===== src/rtl/ilc_pkg.sv =====
// Package: shared offsets and field positions for the per-CPU interrupt
// level controller. Assumes a 32-bit pending word split as soft / l15 /
// timer / hard-display fields.
package ilc_pkg;
    typedef enum logic [1:0] {
        OFS_PEND = 2'd0,
        OFS_CLR  = 2'd1,
        OFS_SET  = 2'd2,
        OFS_NONE = 2'd3
    } ilc_ofs_e;
endpackage


===== src/rtl/ilc_bus_dec.sv =====
// Module: ilc_bus_dec
// Decodes one bus access per cycle into a set mask, a clear mask and a read
// hit. Assumes byte addressing with word index in the upper address bits;
// only full, aligned accesses take effect.
module ilc_bus_dec #(
    parameter int ADDR_W  = 4,
    parameter int DATA_W  = 32,
    parameter int SOFT_LO = 17,
    parameter int L15_BIT = 15
) (
    input  logic              sel,
    input  logic              we,
    input  logic              full,
    input  logic [ADDR_W-1:0] addr,
    input  logic [DATA_W-1:0] wdata,
    output logic [DATA_W-1:0] set_mask,
    output logic [DATA_W-1:0] clr_mask,
    output logic              rd_hit
);
    import ilc_pkg::*;

    logic [DATA_W-1:0] soft_bits;
    logic              ok;
    ilc_ofs_e          ofs;

    // Build the field masks from the parameters.
    always_comb begin
        soft_bits = '0;
        for (int i = SOFT_LO; i < DATA_W; i++) soft_bits[i] = 1'b1;
    end

    // Qualify the access and pick the register.
    always_comb begin
        ok  = sel && full && (addr[1:0] == 2'b00);
        ofs = ilc_ofs_e'(addr[3:2]);
    end

    // Produce the per-bit set and clear strobes and the read hit.
    always_comb begin
        set_mask = '0;
        clr_mask = '0;
        rd_hit   = ok && !we && (ofs == OFS_PEND);
        if (ok && we && ofs == OFS_SET) set_mask = wdata & soft_bits;
        if (ok && we && ofs == OFS_CLR) begin
            clr_mask          = wdata & soft_bits;
            clr_mask[L15_BIT] = wdata[L15_BIT];
        end
    end
endmodule


===== src/rtl/ilc_pend_reg.sv =====
// Module: ilc_pend_reg
// Holds the pending word. Soft bits are set or cleared by strobes, bit 15
// follows level-15 edges (edge beats software clear), bit 14 mirrors the
// timer, hard display bits are rebuilt each cycle.
module ilc_pend_reg #(
    parameter int DATA_W   = 32,
    parameter int SOFT_LO  = 17,
    parameter int L15_BIT  = 15,
    parameter int TMR_BIT  = 14,
    parameter int HARD_TOP = 13
) (
    input  logic                clk,
    input  logic                rst_n,
    input  logic [DATA_W-1:0]   set_mask,
    input  logic [DATA_W-1:0]   clr_mask,
    input  logic                timer_in,
    input  logic                l15_in,
    input  logic                is_target,
    input  logic [HARD_TOP:1]   hard_lvl,
    output logic [DATA_W-1:0]   pend_q
);
    logic [DATA_W-1:0] pend_d;
    logic              l15_prev_q;

    // Compute the next pending word field by field.
    always_comb begin
        pend_d = '0;
        for (int i = SOFT_LO; i < DATA_W; i++)
            pend_d[i] = (pend_q[i] & ~clr_mask[i]) | set_mask[i];
        if (l15_in && !l15_prev_q)
            pend_d[L15_BIT] = 1'b1;
        else if (!l15_in && l15_prev_q)
            pend_d[L15_BIT] = 1'b0;
        else
            pend_d[L15_BIT] = pend_q[L15_BIT] & ~clr_mask[L15_BIT];
        pend_d[TMR_BIT] = timer_in;
        for (int i = 1; i <= HARD_TOP; i++)
            pend_d[i] = is_target & hard_lvl[i];
    end

    // Register the pending word and the level-15 history.
    always_ff @(posedge clk) begin
        if (!rst_n) begin
            pend_q     <= '0;
            l15_prev_q <= 1'b0;
        end else begin
            pend_q     <= pend_d;
            l15_prev_q <= l15_in;
        end
    end
endmodule


===== src/rtl/ilc_pil_merge.sv =====
// Module: ilc_pil_merge
// Folds the shifted soft bits and the gated low field into PIL lines.
// Assumes line 0 does not exist.
module ilc_pil_merge #(
    parameter int NUM_PIL = 16
) (
    input  logic [NUM_PIL-2:0] soft_f,
    input  logic [NUM_PIL-2:0] low_f,
    input  logic               glb_disable,
    output logic [NUM_PIL-1:0] pil
);
    // One OR gate per line; the low field is blocked by the global disable.
    always_comb begin
        pil[0] = 1'b0;
        for (int k = 1; k < NUM_PIL; k++)
            pil[k] = soft_f[k-1] | (low_f[k-1] & ~glb_disable);
    end
endmodule


===== src/rtl/cpu_irq_level_ctl.sv =====
// Module: cpu_irq_level_ctl
// Top of the per-CPU interrupt level controller: bus decode, pending word
// and PIL merge. Assumes one bus access per cycle and a router outside.
module cpu_irq_level_ctl #(
    parameter int NUM_PIL = 16,
    parameter int ADDR_W  = 4
) (
    input  logic                 clk,
    input  logic                 rst_n,
    input  logic                 bus_sel,
    input  logic                 bus_we,
    input  logic                 bus_full,
    input  logic [ADDR_W-1:0]    bus_addr,
    input  logic [31:0]          bus_wdata,
    output logic [31:0]          bus_rdata,
    input  logic                 timer_in,
    input  logic                 l15_in,
    input  logic                 is_target,
    input  logic [NUM_PIL-4:0]   hard_lvl,
    input  logic                 glb_disable,
    output logic [NUM_PIL-1:0]   pil_out
);
    localparam int SOFT_OFS = NUM_PIL;
    localparam int DATA_W   = 2 * NUM_PIL;
    localparam int SOFT_LO  = SOFT_OFS + 1;
    localparam int L15_BIT  = NUM_PIL - 1;
    localparam int TMR_BIT  = NUM_PIL - 2;
    localparam int HARD_TOP = NUM_PIL - 3;

    logic [DATA_W-1:0] set_mask;
    logic [DATA_W-1:0] clr_mask;
    logic [DATA_W-1:0] pend_q;
    logic              rd_hit;
    logic [HARD_TOP:1] hard_r;

    // Re-index the hard levels so bit k means level k.
    assign hard_r = hard_lvl;

    ilc_bus_dec #(
        .ADDR_W(ADDR_W), .DATA_W(DATA_W), .SOFT_LO(SOFT_LO), .L15_BIT(L15_BIT)
    ) u_dec (
        .sel(bus_sel), .we(bus_we), .full(bus_full), .addr(bus_addr),
        .wdata(bus_wdata), .set_mask(set_mask), .clr_mask(clr_mask),
        .rd_hit(rd_hit)
    );

    ilc_pend_reg #(
        .DATA_W(DATA_W), .SOFT_LO(SOFT_LO), .L15_BIT(L15_BIT),
        .TMR_BIT(TMR_BIT), .HARD_TOP(HARD_TOP)
    ) u_pend (
        .clk(clk), .rst_n(rst_n), .set_mask(set_mask), .clr_mask(clr_mask),
        .timer_in(timer_in), .l15_in(l15_in), .is_target(is_target),
        .hard_lvl(hard_r), .pend_q(pend_q)
    );

    ilc_pil_merge #(.NUM_PIL(NUM_PIL)) u_merge (
        .soft_f(pend_q[DATA_W-1:SOFT_LO]),
        .low_f(pend_q[L15_BIT:1]),
        .glb_disable(glb_disable),
        .pil(pil_out)
    );

    // Return the pending word only on a qualified read.
    assign bus_rdata = rd_hit ? pend_q : '0;
endmodule


===== config.mk =====
export PLATFORM = sky130hd
export DESIGN_NAME = cpu_irq_level_ctl
export DESIGN_NICKNAME = d
export VERILOG_FILES = /design/src/rtl/ilc_pkg.sv /design/src/rtl/ilc_bus_dec.sv /design/src/rtl/ilc_pend_reg.sv /design/src/rtl/ilc_pil_merge.sv /design/src/rtl/cpu_irq_level_ctl.sv
export SDC_FILE = /design/constraint.sdc
export NUM_CORES = 1
export LEC_CHECK = 0
export BUFFER_PORTS_ARGS = -buffer_cell sky130_fd_sc_hd__buf_2
export CAP_MARGIN = 30
export CORE_MARGIN = 2
export CORE_UTILIZATION = 40
export CTS_CLUSTER_DIAMETER = 30
export DETAILED_ROUTE_END_ITERATION = 7
export GPL_TIMING_DRIVEN = 0
export PLACE_DENSITY = 0.74
export SLEW_MARGIN = 5
export SYNTH_ARGS = -nofsm -noshare
export SYNTH_HDL_FRONTEND = slang
export SYNTH_HIERARCHICAL = 1
export SYNTH_SLANG_ARGS = --single-unit

===== constraint.sdc =====
create_clock -name clk -period 2 [get_ports clk]
set_clock_uncertainty 0.1 [all_clocks]
set_input_delay 0.3 -clock clk [delete_from_list [all_inputs] [get_ports clk]]
set_output_delay 0.3 -clock clk [all_outputs]
set_load 0.005 [all_outputs]

==> reports/qor.yml <==
status:
  status: "finished clean"
floorplanning:
  dieArea_mm2: 0.005226
  die_width_um: 72.29
  rows: 24
  initial_core_util_pct: 42.26
  fp.dieH_um: 72.29
  core_mm2: 0.004414
  io_pins: 106
grt:
  antenna_found_initial: 0
  top_usage_layer: "met2"
  grt_pass1_wl_um: 8245
  grt_max_degree: 11
  met3_usage_pct: 5.000
  use_met1_pct: 26.83
  grt-ovfl-total: 0
  track_usage_pct: 20.35
  grt_pass1_vias: 1707
  use_met2_pct: 33.03
synthesis:
  synth.avg_cell_area_um2: 9.328
  syn_area_mm2: 0.001866
  syn_inst: 200
  ys_warn_count: 6
cells_and_area:
  final_cell_mix: "buf_2, and2_2, dfxtp_1"
  nFillCells: 417
  final_common_cell: "buf_2"
  nNetsFinal: 357
  stdcell_area_mm2: 0.002562
  antennaDiodeCount: 0
  multi_input_area_mm2: 0.001066
  ff_latch_area_um2: 620.6
  drive_above_1_share_pct: 56.00
  synthToLayoutAreaGrowth_pct: 37.36
route:
  detail-route-antenna-nets: 0
  drt_wl_total_um: 5105
  drtIter0Drc: 114
  drcViolationCount: 0
  vias: 1784
  dr.pass1.iters: 4
  via_per_inst: 5.068
  wl_per_cell_um: 14.50
placement:
  hpwl_um: 3762
  place_ws_ps: -581.0
  gp_congestion: 0.8209
  portBuffers: 86
  dpl-instance-area_mm2: 0.002365
timing:
  setup_slack_ps: 151.3
  max_freq_mhz: 540.9
  fin_crit_ps: 1849
  period_share_pct: 92.44
  finalMaxSlewViolations: 0
  setup_violations: 0
  rsz0062_at_grt: "no"
  hold_ws_ps: 122.3
  hold_viol: 0
cts:
  cts.sinks: 31
  cts_root_buffer: "clkbuf_8"
  clkTransAtPathRegs_ps: 70
  htree_levels: 2
  cts_buffers: 5
  ctsLongestPathBuffers: 2
  cts_tree: "done"
  insertion_delay_ps: 280
critical_path:
  cp_slowest_cell: "nand4bb_1"
  cp_data_required_time_ps: 1600
  crit_chain: "buf_2, nand4bb_1, buf_6, nor4_4, buf_6, clkbuf_8, and2_2, buf_2"
  cp.arrival_ps: 1450
  crit_type: "primary input to output pin"
  worstSetupEndpointType: "output pin"
  max_stage_delay_ps: 190
  critical_path.startpoint_type: "primary input"
  crit_fanout: 8
pwr:
  p_leak_nw: 1.467
  pwr_density_cell_mw_per_mm2: 567.6
  power_w: 0.001455
  ir_drop_v: 0.0003887
worst_hold_path:
  hold_class: "primary input to flip-flop"
run:
  cap_violations: 0
[sequential cells by signal, indices dropped and copies added, names as in the netlist]
signal             cells
u_pend/pend_q         30
u_pend/l15_prev_q      1
[metrics by stage]
stage	setup TNS, ps	instances	util, %
final	0	352	58.05
after global routing	0	352	58.05
after detailed placement	-16420	339	53.57
after global placement	-14690	339	53.57
after floorplan	0	201	-
after CTS	0	353	58.13
[where the power goes]
group	total, W	switching (W)	internal, W	leakage, nW
Clock	0.000647	0.000244	0.000403	0.0612
Combinational	0.000167	0.0000865	0.0000803	1.15
Sequential	0.000641	0.00000788	0.000633	0.253
[critical path: cells and delay by family]
family                 cells  cell delay, ps
and+or+nand+nor            3             460
buffers and inverters      5             680
[metal layers]
metal	wire, um	up-vias
li1	-	876
met1	2309	825
met2	2333	77
met3	408	6
met4	55	0
met5	0	-
[path summary, 6_finish.rpt]
check                         start                 to  slack [ps]  cells past startpoint
setup / recovery        bus_addr[1]      bus_rdata[17]         150                      8
hold / removal             timer_in  u_pend/pend_q[14]         120                      2
setup reg to reg  u_pend/pend_q[15]  u_pend/pend_q[15]         900                      3
hold reg to reg   u_pend/pend_q[31]  u_pend/pend_q[31]         510                      2
[cell type report]
cell class	count	share of cell area, %
plain buffers	17	5.322
flip-flops and latches	31	24.22
repair buffers	93	19.24
well taps	52	2.539
inverters	17	2.490
multi-input cells	134	41.60
clock inverters	2	1.367
clock buffers	6	3.223
[repair_timing]
item                       CTS  global route
pin swaps                    2             1
hold buffers                 0             0
setup buffers                4             0
setup endpoints to repair   30            29
resized for setup           10             0
cloned                       3             0
No activity file was read; power rests on OpenSTA's default activity.
